--- src/rtl/bist_at_pkg.sv ---
package bist_at_pkg;
   typedef enum logic [1:0] {
      SEQ_IDLE  = 2'd0,
      SEQ_ALIGN = 2'd1,
      SEQ_RUN   = 2'd2,
      SEQ_DONE  = 2'd3
   } seq_state_t;

   function automatic int cnt_width(input int n);
      return (n > 1) ? $clog2(n) : 1;
   endfunction
endpackage

--- src/rtl/bist_seq.sv ---
module bist_seq
   import bist_at_pkg::*;
#(
   parameter int ALIGN_CYC    = 4096,
   parameter int WINDOW_WORDS = 2097152,
   parameter int WORD_W       = 10
) (
   input  logic              clk,
   input  logic              rst_n,
   input  logic              start_i,
   output logic              busy_o,
   output logic              run_o,
   output logic              done_o,
   output logic [WORD_W-1:0] exp_word_o
);
   localparam int AL_W  = cnt_width(ALIGN_CYC);
   localparam int WIN_W = cnt_width(WINDOW_WORDS);

   seq_state_t       state_q;
   logic [AL_W-1:0]  al_cnt_q;
   logic [WIN_W-1:0] win_cnt_q;
   logic             done_q;

   always_ff @(posedge clk or negedge rst_n) begin
      if (!rst_n) begin
         state_q   <= SEQ_IDLE;
         al_cnt_q  <= '0;
         win_cnt_q <= '0;
         done_q    <= 1'b0;
      end else if (start_i) begin
         state_q   <= SEQ_ALIGN;
         al_cnt_q  <= '0;
         win_cnt_q <= '0;
         done_q    <= 1'b0;
      end else begin
         case (state_q)
            SEQ_ALIGN: begin
               if (al_cnt_q == AL_W'(ALIGN_CYC - 1)) state_q <= SEQ_RUN;
               else al_cnt_q <= al_cnt_q + 1'b1;
            end
            SEQ_RUN: begin
               if (win_cnt_q == WIN_W'(WINDOW_WORDS - 1)) begin
                  state_q <= SEQ_DONE;
                  done_q  <= 1'b1;
               end else begin
                  win_cnt_q <= win_cnt_q + 1'b1;
               end
            end
            default: ;
         endcase
      end
   end

   assign busy_o     = (state_q == SEQ_ALIGN) || (state_q == SEQ_RUN);
   assign run_o      = (state_q == SEQ_RUN);
   assign done_o     = done_q;
   assign exp_word_o = WORD_W'(win_cnt_q);
endmodule

--- src/rtl/bist_lane_chk.sv ---
module bist_lane_chk #(
   parameter int WORD_W    = 10,
   parameter int ERR_W     = 25,
   parameter int ERR_LIMIT = 2
) (
   input  logic              clk,
   input  logic              rst_n,
   input  logic              clear_i,
   input  logic              en_i,
   input  logic [WORD_W-1:0] rx_word_i,
   input  logic [WORD_W-1:0] exp_word_i,
   output logic              pass_o
);
   localparam int PC_W  = $clog2(WORD_W + 1);
   localparam int SUM_W = ((ERR_W > PC_W) ? ERR_W : PC_W) + 1;
   localparam logic [ERR_W-1:0] CNT_MAX = {ERR_W{1'b1}};

   logic [WORD_W-1:0] diff;
   logic [PC_W-1:0]   pop;
   logic [SUM_W-1:0]  sum;
   logic [ERR_W-1:0]  cnt_q;
   logic [ERR_W-1:0]  cnt_nxt;

   assign diff = rx_word_i ^ exp_word_i;

   always_comb begin
      pop = '0;
      for (int i = 0; i < WORD_W; i++) pop = pop + PC_W'(diff[i]);
   end

   always_comb begin
      sum = SUM_W'(cnt_q) + SUM_W'(pop);
      if (sum > SUM_W'(CNT_MAX)) cnt_nxt = CNT_MAX;
      else                       cnt_nxt = sum[ERR_W-1:0];
   end

   always_ff @(posedge clk or negedge rst_n) begin
      if (!rst_n)       cnt_q <= '0;
      else if (clear_i) cnt_q <= '0;
      else if (en_i)    cnt_q <= cnt_nxt;
   end

   assign pass_o = (cnt_q <= ERR_W'(ERR_LIMIT));
endmodule

--- src/rtl/bist_scan_dr.sv ---
module bist_scan_dr #(
   parameter int LEN = 12
) (
   input  logic           clk,
   input  logic           rst_n,
   input  logic           cap_i,
   input  logic           shift_i,
   input  logic           tdi_i,
   input  logic [LEN-1:0] par_i,
   output logic           tdo_o
);
   logic [LEN-1:0] sr_q;

   always_ff @(posedge clk or negedge rst_n) begin
      if (!rst_n)       sr_q <= '0;
      else if (cap_i)   sr_q <= par_i;
      else if (shift_i) sr_q <= {tdi_i, sr_q[LEN-1:1]};
   end

   assign tdo_o = sr_q[0];
endmodule

--- src/rtl/bist_speed_status.sv ---
module bist_speed_status #(
   parameter int NUM_CH       = 6,
   parameter int WORD_W       = 10,
   parameter int ALIGN_CYC    = 4096,
   parameter int WINDOW_WORDS = 2097152,
   parameter int ERR_LIMIT    = (WINDOW_WORDS * WORD_W) / 10000000,
   parameter int ERR_W        = $clog2(WINDOW_WORDS * WORD_W + 1)
) (
   input  logic                     clk,
   input  logic                     rst_n,
   input  logic                     start_i,
   input  logic                     cap_i,
   input  logic                     shift_i,
   input  logic                     tdi_i,
   output logic                     tdo_o,
   input  logic [NUM_CH*WORD_W-1:0] rx_words_i,
   input  logic                     pwr_dn_i,
   input  logic                     rx_en_i,
   output logic                     rx_on_o,
   output logic                     busy_o,
   output logic [2*NUM_CH-1:0]      status_o
);
   localparam int ST_W = 2 * NUM_CH;

   initial begin
      assert (NUM_CH >= 1)       else $error("NUM_CH must be at least 1");
      assert (WORD_W >= 1)       else $error("WORD_W must be at least 1");
      assert (ALIGN_CYC >= 1)    else $error("ALIGN_CYC must be at least 1");
      assert (WINDOW_WORDS >= 2) else $error("WINDOW_WORDS must be at least 2");
      assert (ERR_W < 31 && ERR_LIMIT < (2 ** ERR_W) - 1)
         else $error("ERR_W too narrow for ERR_LIMIT");
   end

   logic              run;
   logic              done;
   logic [WORD_W-1:0] exp_word;
   logic [NUM_CH-1:0] lane_pass;

   bist_seq #(
      .ALIGN_CYC    (ALIGN_CYC),
      .WINDOW_WORDS (WINDOW_WORDS),
      .WORD_W       (WORD_W)
   ) u_seq (
      .clk        (clk),
      .rst_n      (rst_n),
      .start_i    (start_i),
      .busy_o     (busy_o),
      .run_o      (run),
      .done_o     (done),
      .exp_word_o (exp_word)
   );

   for (genvar c = 0; c < NUM_CH; c++) begin : g_lane
      bist_lane_chk #(
         .WORD_W    (WORD_W),
         .ERR_W     (ERR_W),
         .ERR_LIMIT (ERR_LIMIT)
      ) u_lane (
         .clk        (clk),
         .rst_n      (rst_n),
         .clear_i    (start_i),
         .en_i       (run),
         .rx_word_i  (rx_words_i[c*WORD_W +: WORD_W]),
         .exp_word_i (exp_word),
         .pass_o     (lane_pass[c])
      );
      assign status_o[2*c+1] = done;
      assign status_o[2*c]   = done & lane_pass[c];
   end

   bist_scan_dr #(
      .LEN (ST_W)
   ) u_scan (
      .clk     (clk),
      .rst_n   (rst_n),
      .cap_i   (cap_i),
      .shift_i (shift_i),
      .tdi_i   (tdi_i),
      .par_i   (status_o),
      .tdo_o   (tdo_o)
   );

   assign rx_on_o = busy_o | (rx_en_i & ~pwr_dn_i);
endmodule

--- config.mk ---
export PLATFORM = sky130hd
export DESIGN_NAME = bist_speed_status
export DESIGN_NICKNAME = d
export VERILOG_FILES = /design/src/rtl/bist_at_pkg.sv /design/src/rtl/bist_seq.sv /design/src/rtl/bist_lane_chk.sv /design/src/rtl/bist_scan_dr.sv /design/src/rtl/bist_speed_status.sv
export SDC_FILE = /design/constraint.sdc
export NUM_CORES = 1
export LEC_CHECK = 0
export BUFFER_PORTS_ARGS = -buffer_cell sky130_fd_sc_hd__buf_2
export CORE_MARGIN = 3
export CORE_UTILIZATION = 30
export CTS_CLUSTER_DIAMETER = 120
export CTS_CLUSTER_SIZE = 8
export DETAILED_ROUTE_END_ITERATION = 16
export GPL_TIMING_DRIVEN = 0
export HOLD_SLACK_MARGIN = 0.05
export PLACE_DENSITY = 0.56
export SLEW_MARGIN = 10
export SYNTH_ARGS = -nofsm -noshare
export SYNTH_HDL_FRONTEND = slang
export SYNTH_SLANG_ARGS = --single-unit
--- constraint.sdc ---
create_clock -name clk -period 6.05 [get_ports clk]
set_clock_uncertainty 0.15 [all_clocks]
set_input_delay 0.605 -clock clk [delete_from_list [all_inputs] [get_ports clk]]
set_output_delay 0.605 -clock clk [all_outputs]
set_load 0.02 [all_outputs]
==> results_dict.tcl, run 1 <==
set metrics [dict create \
    dp_cells 2179 \
    use_met2_pct 27.0 \
    drv_slew 0 \
    yosysTopAreaCellShare_pct 35.7 \
    critical_path_class "flop to flop" \
    ant_nets 0 \
    holdCritPathClass "input port to flop" \
    via_per_inst 5.65 \
    synthAdderAreaFrac_pct 11.3 \
    drc 0 \
    clk_latency_ns 0.46 \
    pin_count 83 \
    synth-xor-area-share_pct 6.51 \
    clock_power_share_pct 38.0 \
    gp_congestion 0.891 \
    port_buffers 79 \
    dr.pass1.iters 5 \
    muxShareOfSynthArea_pct 0.875 \
    die_area_mm2 0.0488 \
    cp.arrival_ns 6.08 \
    top_usage_layer "met2" \
    intPower_uw 2260 \
    antenna_found_initial 0 \
    async_reset_ff_share_pct 100 \
    hold_violations 0 \
    wl_per_cell_um 19.4 \
    dp_hpwl_um 30900 \
    place_ws_ns -0.444 \
    worst_slack_ns 0.176 \
    root_buffer "clkbuf_16" \
    yosys.area.top_type "dfrtp_1" \
    drt_iter0_markers 1209 \
    net-switching-power_uw 1000 \
    leakagePower_uw 0.00672 \
    max_freq_mhz 170 \
    seqPwrFrac_pct 41.0 \
    tightest_slew_ns 1.11 \
    fp.coreArea_mm2 0.0455 \
    synth_top_family_by_area "simple AND/OR/NAND/NOR gates" \
    synth_compound_area_share_pct 16.4 \
    gr-usage-met1_pct 24.7 \
    drv_cap 0 \
    grt_max_degree 101 \
    ys_seq_area_share_pct 35.7 \
    drive_gt1_share_pct 13.0 \
    dieWidth_um 221 \
    setup_viol 0 \
    fillers 4742 \
    peakVddDrop_mv 0.204 \
    fin_crit_sh_pct 97.1 \
    vias 12519 \
    netlist_instances 1498 \
    ys_warn_count 0 \
    p_total_uw 3260 \
    synth_flop_cell "dfrtp_1" \
    outcome "complete, no violations" \
    ys_ff_latch 198 \
    synth-edff-count 0 \
    syn_area_mm2 0.0139 \
    htree_levels 4 \
    grt_pass1_wl_um 68700 \
    clk_pin_slew_ns 0.09 \
    cts_inserted_buffers 17 \
    initial_core_util_pct 30.5 \
    start_kind "flop" \
    p_per_area_mw_per_mm2 205 \
    synthDistinctLibCells 71 \
    overflow 0 \
    syn_nets 1666 \
    cp-end-kind "flop" \
    rsz0062_at_grt "yes" \
    power.share.switching_pct 30.8 \
    ys_top_cells_by_area "dfrtp_1 (36%), fa_1 (6.1%), ha_1 (5.2%)" \
    die_y_um 221 \
    use_met3_pct 2.56 \
    nets 1770 \
    drt_wl_total_um 42900 \
    rows 78 \
    cts_tree "yes" \
    synth_area_per_cell_um2 9.26 \
    max_slew_margin_pct 26.2 \
    pwr-share-comb_pct 21.0 \
    grt_pass1_vias 12303 \
    final_cell_count_no_fill 2216 \
    yosys.area_share.simple_pct 24.1 \
    cts_sinks 198 \
    fin_crit_ns 5.87 \
    path_max_fanout 9 \
    grtUsageTotal_pct 17.3 \
    syn2layout_area_growth_pct 14.5 \
    cp.required_ns 6.25 \
    clockBufferDepth 2 \
]
-- cells in the final DEF, fill, tap and decap left out, types with 14 or more instances in the layout --
| master | n |
|---|---|
| nand4_1 | 42 |
| dfrtp_1 | 198 |
| a41oi_1 | 14 |
| and4_1 | 35 |
| nor4_1 | 55 |
| and2_1 | 24 |
| nand2_1 | 57 |
| a21oi_1 | 74 |
| buf_2 | 97 |
| clkbuf_1 | 46 |
| buf_4 | 16 |
| xor2_1 | 29 |
| nor3_1 | 62 |
| a311oi_1 | 38 |
| and3_1 | 43 |
| a211oi_1 | 43 |
| inv_1 | 78 |
| o21ai_0 | 44 |
| xnor2_1 | 71 |
| ha_1 | 58 |
| fa_1 | 42 |
| nor2_1 | 141 |
| a31oi_1 | 51 |
| nand3_1 | 43 |
| clkbuf_16 | 17 |
-- critical path, stage by stage (launching register included) --
cell and delay [ns]:
dfrtp_1 0.39, buf_2 0.22, xor2_1 0.19, ha_1 0.28
inv_1 0.05, fa_1 0.50, fa_1 0.51, fa_1 0.51
fa_1 0.47, fa_1 0.61, inv_1 0.12, fa_1 0.44
and3_1 0.19, o21ai_1 0.41, nor2_1 0.21, and4_1 0.25
nor4_1 0.24
-- per-layer routing --
metal | vias to the layer above | wire, µm
li1 | 5777 | -
met1 | 6207 | 20100
met5 | - | 0
met3 | 76 | 2540
met2 | 459 | 19300
met4 | 0 | 1090
-- cells in the mapped netlist, types with 6 or more instances --
| master | count |
|---|---|
| nor4b_1 | 10 |
| dfrtp_1 | 198 |
| nand4_1 | 42 |
| and2_1 | 26 |
| nor3b_1 | 8 |
| nor4_1 | 56 |
| a311oi_1 | 38 |
| nor3_1 | 68 |
| and3_1 | 43 |
| clkbuf_1 | 50 |
| and4_1 | 35 |
| inv_1 | 78 |
| nand3_1 | 43 |
| nor2_1 | 141 |
| a211o_1 | 6 |
| nand2_1 | 57 |
| a41oi_1 | 14 |
| buf_2 | 18 |
| xor2_1 | 32 |
| buf_4 | 10 |
| a21o_1 | 11 |
| nor4_2 | 7 |
| nor2b_1 | 11 |
| a211oi_1 | 45 |
| xnor2_1 | 71 |
| a31oi_1 | 51 |
| o21ai_0 | 45 |
| fa_1 | 42 |
| o21bai_1 | 8 |
| nor3_2 | 6 |
| mux2i_1 | 11 |
| a21oi_1 | 77 |
| ha_1 | 58 |
-- power by group through the flow --
stage	clock [µW]	combinational [µW]	sequential [µW]
3_3_place_gp	0	645	1360
5_1_grt	1300	784	1340
3_5_place_dp	0	670	1360
4_1_cts	1260	675	1340
6_report	1240	684	1340
2_1_floorplan	0	436	1360
-- state kept, by name (all words and copies together), names as in the netlist --
register and cells:
u_seq.done_o 1, u_seq.win_cnt_q 21, u_scan.sr_q 12, u_seq.al_cnt_q 12, u_seq.state_q 2, g_lane.u_lane.cnt_q 150
-- final timing paths --
kind / from / end / slack [ns] / cells after the start
min reg2reg: g_lane[0].u_lane.cnt_q[12]$_DFFE_PN0P_ / g_lane[0].u_lane.cnt_q[12]$_DFFE_PN0P_ / 0.36 / 1
max reg2reg: u_seq.win_cnt_q[0]$_DFFE_PN0P_ / g_lane[4].u_lane.cnt_q[8]$_DFFE_PN0P_ / 0.18 / 16
min: tdi_i / u_scan.sr_q[11]$_DFFE_PN0P_ / 0.28 / 3
max in group asynchronous: rst_n / g_lane[2].u_lane.cnt_q[2]$_DFFE_PN0P_ / 4.27 / 4
min in group asynchronous: rst_n / g_lane[4].u_lane.cnt_q[16]$_DFFE_PN0P_ / 0.60 / 3
max: u_seq.win_cnt_q[0]$_DFFE_PN0P_ / g_lane[4].u_lane.cnt_q[8]$_DFFE_PN0P_ / 0.18 / 16
-- cell type report --
class | count | area [µm²] | share of cell area, %
antenna | 1 | 2.50 | 0.0158
buffer | 83 | 400 | 2.52
clock buffer | 18 | 429 | 2.70
clock inverter | 14 | 188 | 1.18
inverter | 79 | 297 | 1.87
multi-input combinational | 1135 | 8340 | 52.5
sequential | 198 | 4950 | 31.2
tap | 600 | 751 | 4.73
timing repair buffer | 88 | 515 | 3.25
-- cell families (layout without fill, tap and decap cells) --
group,after synthesis,count (layout)
AND/OR/NAND/NOR,587,587
XOR/XNOR,103,103
adder cells (fa/ha/maj),100,100
flip-flops,198,198
multiplexers,12,12
other,0,1
AO/OA/AOI/OAI,333,333
buffers and inverters,165,282
-- stage by stage --
step / hold WS, ns / instance area, µm² / util (%) / setup TNS (ns)
floorplan: 0.159 / 13900 / - / 0
global placement: 0.340 / 15000 / 33.0 / -3.82
detailed placement: 0.339 / 15100 / 33.1 / -5.39
CTS: 0.263 / 15700 / 34.6 / 0
global route: 0.281 / 15900 / 34.9 / -0.0262
finish: 0.276 / 15900 / 34.9 / 0
-- timing repair --
action	in CTS	in global routing
hold endpoints to repair	3	0
endpoints found under the setup margin	26	100
gates resized for setup	6	27
pin swaps	0	6
hold buffers	1	0
setup buffers	0	6
Power figures use the tool's default switching activity.
==> inputs of run 2 (changes only) <==
CORE_ASPECT_RATIO = 0.7   (was not set)
GPL_ROUTABILITY_DRIVEN = 1   (was not set)
==> results_dict.tcl, run 2 (synthesis gave the netlist of run 1 again) <==
set metrics [dict create \
    outcome "complete, no violations" \
    largest_reg_flops 150 \
    root_buffer "clkbuf_16" \
    multi_input_area_mm2 0.00828 \
    clk_pin_slew_ns 0.09 \
    r2r_start "u_seq.win_cnt_q[0]$_DFFE_PN0P_" \
    path_max_fanout 9 \
    reg2reg_depth 16 \
    cts_inserted_buffers 17 \
    overflow 0 \
    drive_gt1_share_pct 12.7 \
    cp-end-kind "flop" \
    worst_slack_ns 0.248 \
    grtUsageTotal_pct 17.5 \
    dr.pass1.iters 5 \
    vias 12535 \
    cp.required_ns 6.27 \
    largest_register "g_lane.u_lane.cnt_q" \
    ff2ff_setup_slack_ns 0.25 \
    tns_ns 0 \
    tightest_slew_ns 1.11 \
    htree_levels 4 \
    nets 1774 \
    grt_pass1_vias 11695 \
    fillers 4604 \
    rsz0062_at_grt "no" \
    wl_per_cell_um 19.4 \
    grt_pass1_wl_um 67400 \
    cts_sinks 198 \
    hold_end "u_scan.sr_q[11]$_DFFE_PN0P_" \
    p_total_uw 3180 \
    die_y_um 186 \
    peakVddDrop_mv 0.184 \
    final_common_cell "dfrtp_1" \
    holdCritPathClass "input port to flop" \
    initial_core_util_pct 30.6 \
    final_util_pct 34.9 \
    gp_congestion 0.876 \
    antenna_found_initial 0 \
    p_per_area_mw_per_mm2 201 \
    fin_crit_sh_pct 95.9 \
    start_kind "flop" \
    hold_violations 0 \
    die_area_mm2 0.0489 \
    port_buffers 79 \
    max_slew_margin_pct 26.2 \
    drv_slew 0 \
    rows 65 \
    syn2layout_area_growth_pct 14.2 \
    worstHoldStart "tdi_i" \
    cp.arrival_ns 6.02 \
    fin_crit_ns 5.80 \
    dp_hpwl_um 31600 \
    fp.coreArea_mm2 0.0454 \
    ant_nets 0 \
    clockBufferDepth 2 \
    dieWidth_um 263 \
    setup_viol 0 \
    crit_path_start "u_seq.win_cnt_q[0]$_DFFE_PN0P_" \
    mostFrequentLayoutCells "dfrtp_1 (198), nor2_1 (141), buf_2 (96)" \
    max_freq_mhz 172 \
    drt_wl_total_um 43200 \
    drv_cap 0 \
    timing.rr.end "g_lane[2].u_lane.cnt_q[6]$_DFFE_PN0P_" \
    leakagePower_uw 0.00670 \
    drc 0 \
    pin_count 83 \
    cts_tree "yes" \
    via_per_inst 5.64 \
    critical_path_class "flop to flop" \
    place_ws_ns -0.367 \
    final-seq-area_mm2 0.00495 \
    drt_iter0_markers 1400 \
    grt_max_degree 90 \
    hold-path-cell-count 3 \
    largestRegisters "g_lane.u_lane.cnt_q: 150 flops, u_seq.win_cnt_q: 21 flops" \
    clk_latency_ns 0.47 \
]
[run 2: cell type report]
type / count / area share (%)
tap: 603 / 4.76
clock inverter: 15 / 1.12
clock buffer: 17 / 2.69
antenna: 2 / 0.0316
inverter: 79 / 1.87
multi-input combinational: 1135 / 52.3
sequential: 198 / 31.3
timing repair buffer: 90 / 3.35
buffer: 85 / 2.58
[run 2: power breakdown]
| part | leakage [µW] | internal [µW] | switching (µW) |
|---|---|---|---|
| registers | 0.00275 | 1330 | 7.08 |
| clock network | 0.000292 | 562 | 624 |
| logic | 0.00366 | 256 | 400 |
[run 2: timing repair]
item,4_1_cts,5_1_grt
buffers inserted,0,8
hold buffers,1,0
endpoints found under the setup margin,29,79
gates resized for setup,4,17
pin swaps,0,5
hold endpoints to repair,48,0
[run 2: worst max path at each step]
stage / to / slack, ns / cells past startpoint
global route: g_lane[4].u_lane.cnt_q[16]$_DFFE_PN0P_ / 0.01 / 17
CTS: g_lane[1].u_lane.cnt_q[22]$_DFFE_PN0P_ / 0.06 / 17
floorplan: g_lane[4].u_lane.cnt_q[16]$_DFFE_PN0P_ / 0.52 / 16
finish: g_lane[2].u_lane.cnt_q[6]$_DFFE_PN0P_ / 0.25 / 16
detailed placement: g_lane[4].u_lane.cnt_q[16]$_DFFE_PN0P_ / -0.37 / 17
global placement: g_lane[4].u_lane.cnt_q[16]$_DFFE_PN0P_ / -0.35 / 17
[run 2: layer usage]
metal	global-route usage, %	routed length [µm]	vias to the layer above
met2	25.5	18500	484
met4	4.67	631	0
li1	-	-	5809
met3	2.46	3100	34
met5	0	0	-
met1	26.8	20900	6208
[run 2: per-stage QoR]
stage	hold slack, ns	instance area [µm²]	cells
after floorplan	0.159	13900	1498
after global placement	0.340	15000	2180
after detailed placement	0.351	15100	2182
after CTS	0.244	15700	2215
after global routing	0.258	15800	2222
final	0.257	15800	2224
[run 2: worst max-delay path, cell delays in order, from the launching register on]
cell and delay [ns]:
dfrtp_1 0.38, clkbuf_4 0.23, xor2_1 0.19, ha_1 0.29
inv_1 0.05, fa_1 0.50, fa_1 0.52, fa_1 0.52
fa_1 0.49, fa_1 0.39, xor2_1 0.20, ha_1 0.38
o21ai_0 0.13, o21ba_2 0.27, nor4_2 0.60, nor3_1 0.11
nor4_1 0.29
==> inputs of run 3 (changes only) <==
CORE_MARGIN = 2   (was 3)
==> results_dict.tcl, run 3 (synthesis gave the netlist of run 1 again) <==
set metrics [dict create \
    outcome "complete, no violations" \
    root_buffer "clkbuf_16" \
    initial_core_util_pct 30.6 \
    cts_sinks 198 \
    syn2layout_area_growth_pct 13.9 \
    grt_pass1_wl_um 69000 \
    htree_levels 4 \
    crit_path_start "u_seq.win_cnt_q[0]$_DFFE_PN0P_" \
    overflow 0 \
    clk_pin_slew_ns 0.09 \
    critical_path_class "flop to flop" \
    cts_inserted_buffers 17 \
    start_kind "flop" \
    drv_cap 0 \
    drt_iter0_markers 1230 \
    peakVddDrop_mv 0.236 \
    largestRegisters "g_lane.u_lane.cnt_q: 150 flops, u_seq.win_cnt_q: 21 flops" \
    cp-end-kind "flop" \
    hold_violations 0 \
    ant_nets 0 \
    r2r_start "u_seq.win_cnt_q[0]$_DFFE_PN0P_" \
    tightest_slew_ns 1.15 \
    p_per_area_mw_per_mm2 199 \
    grt_pass1_vias 11966 \
    die_area_mm2 0.0480 \
    final_common_cell "dfrtp_1" \
    pin_count 83 \
    grtUsageTotal_pct 18.6 \
    largest_register "g_lane.u_lane.cnt_q" \
    timing.rr.end "g_lane[4].u_lane.cnt_q[20]$_DFFE_PN0P_" \
    largest_reg_flops 150 \
    ff2ff_setup_slack_ns 0.21 \
    via_per_inst 5.64 \
    port_buffers 79 \
    vias 12523 \
    path_max_fanout 10 \
    cp.arrival_ns 6.01 \
    gp_congestion 0.899 \
    final_util_pct 34.8 \
    max_freq_mhz 171 \
    rows 65 \
    holdCritPathClass "input port to asynchronous set/reset pin" \
    crit_end "g_lane[4].u_lane.cnt_q[20]$_DFFE_PN0P_" \
    clk_latency_ns 0.48 \
    diodes 0 \
    grt_max_degree 104 \
    cp.required_ns 6.23 \
    drive_gt1_share_pct 12.7 \
    die_y_um 184 \
    reg2reg_depth 16 \
    nets 1772 \
    drt_wl_total_um 44500 \
    wl_per_cell_um 20.1 \
    leakagePower_uw 0.00670 \
    fp.coreArea_mm2 0.0453 \
    mostFrequentLayoutCells "dfrtp_1 (198), nor2_1 (141), buf_2 (97)" \
    tns_ns 0 \
    fillers 4644 \
    antenna_found_initial 1 \
    dr.pass1.iters 5 \
    dp_hpwl_um 32500 \
    dieWidth_um 261 \
    setup_viol 0 \
    fin_crit_ns 5.84 \
    clockBufferDepth 2 \
    max_slew_margin_pct 23.4 \
    fin_crit_sh_pct 96.5 \
    drc 0 \
    drv_slew 0 \
    cts_tree "yes" \
]
[run 3: cell types whose count changed in the layout (fill, tap and decap cells not counted), moves of 2 or more]
| cell | previous run | this run |
|---|---|---|
| inv_8 | 7 | 5 |
| clkinv_4 | 2 | 4 |
| clkinv_8 | 4 | 2 |
| inv_6 | 1 | 3 |
| a211oi_2 | 5 | 3 |
| diode_2 | 2 | 0 |
[run 3: worst max-delay path, stage by stage, from the launching register on]
cell and delay (ns):
dfrtp_1 0.39, buf_2 0.22, xor2_1 0.19, ha_1 0.30, inv_1 0.07, fa_1 0.51
fa_1 0.52, fa_1 0.52, fa_1 0.47, fa_1 0.39, xor2_1 0.28, ha_1 0.28
o21a_1 0.19, a21oi_4 0.12, or3_1 0.42, buf_2 0.22, a221oi_1 0.44
[run 3: through the flow]
step | hold slack, ns | setup slack (ns) | instance area [µm²] | power, µW | cells
finish | 0.0370 | 0.213 | 15800 | 3150 | 2220
global placement | 0.355 | -0.201 | 15000 | 1990 | 2180
CTS | 0.0642 | 0.0149 | 15700 | 3180 | 2213
floorplan | 0.159 | 0.524 | 13900 | 1800 | 1498
global route | 0.103 | -0.0143 | 15800 | 3320 | 2220
detailed placement | 0.365 | -0.294 | 15100 | 2000 | 2181
[run 3: per-layer routing]
metal	share of wire, %	up-vias	GRT usage (%)
li1	-	5786	-
met4	2.0	0	5.53
met5	0	-	0
met1	47	6244	27.3
met3	6.6	57	3.36
met2	44	436	27.7
[run 3: worst min path at each step]
stage,startpoint,to,slack [ns],depth (start not counted)
detailed placement,u_scan.sr_q[8]$_DFFE_PN0P_,u_scan.sr_q[7]$_DFFE_PN0P_,0.36,2
floorplan,rst_n,g_lane[0].u_lane.cnt_q[0]$_DFFE_PN0P_,0.16,0
global placement,u_scan.sr_q[2]$_DFFE_PN0P_,u_scan.sr_q[1]$_DFFE_PN0P_,0.35,2
global route,rst_n,g_lane[3].u_lane.cnt_q[10]$_DFFE_PN0P_,0.10,1
CTS,rst_n,g_lane[3].u_lane.cnt_q[15]$_DFFE_PN0P_,0.06,1
finish,rst_n,g_lane[3].u_lane.cnt_q[15]$_DFFE_PN0P_,0.04,1
[run 3: area by class of cell]
class                           instances  area [µm²]  share of cell area (%)
Multi-Input combinational cell       1135        8290                    52.5
Sequential cell                       198        4950                    31.4
Tap cell                              603         754                    4.78
Timing Repair Buffer                   88         493                    3.12
Clock buffer                           18         439                    2.78
Buffer                                 85         405                    2.57
Inverter                               79         297                    1.88
Clock inverter                         14         150                   0.951
[run 3: where the power goes]
group	switching, µW	internal, µW
clock network	610	565
logic	385	249
registers	7.39	1330
[run 3: timing repair]
action,in CTS,in global routing
gates resized for setup,4,19
buffers inserted,0,8
pin swaps,0,4
setup endpoints to repair,22,67
hold buffers,0,0
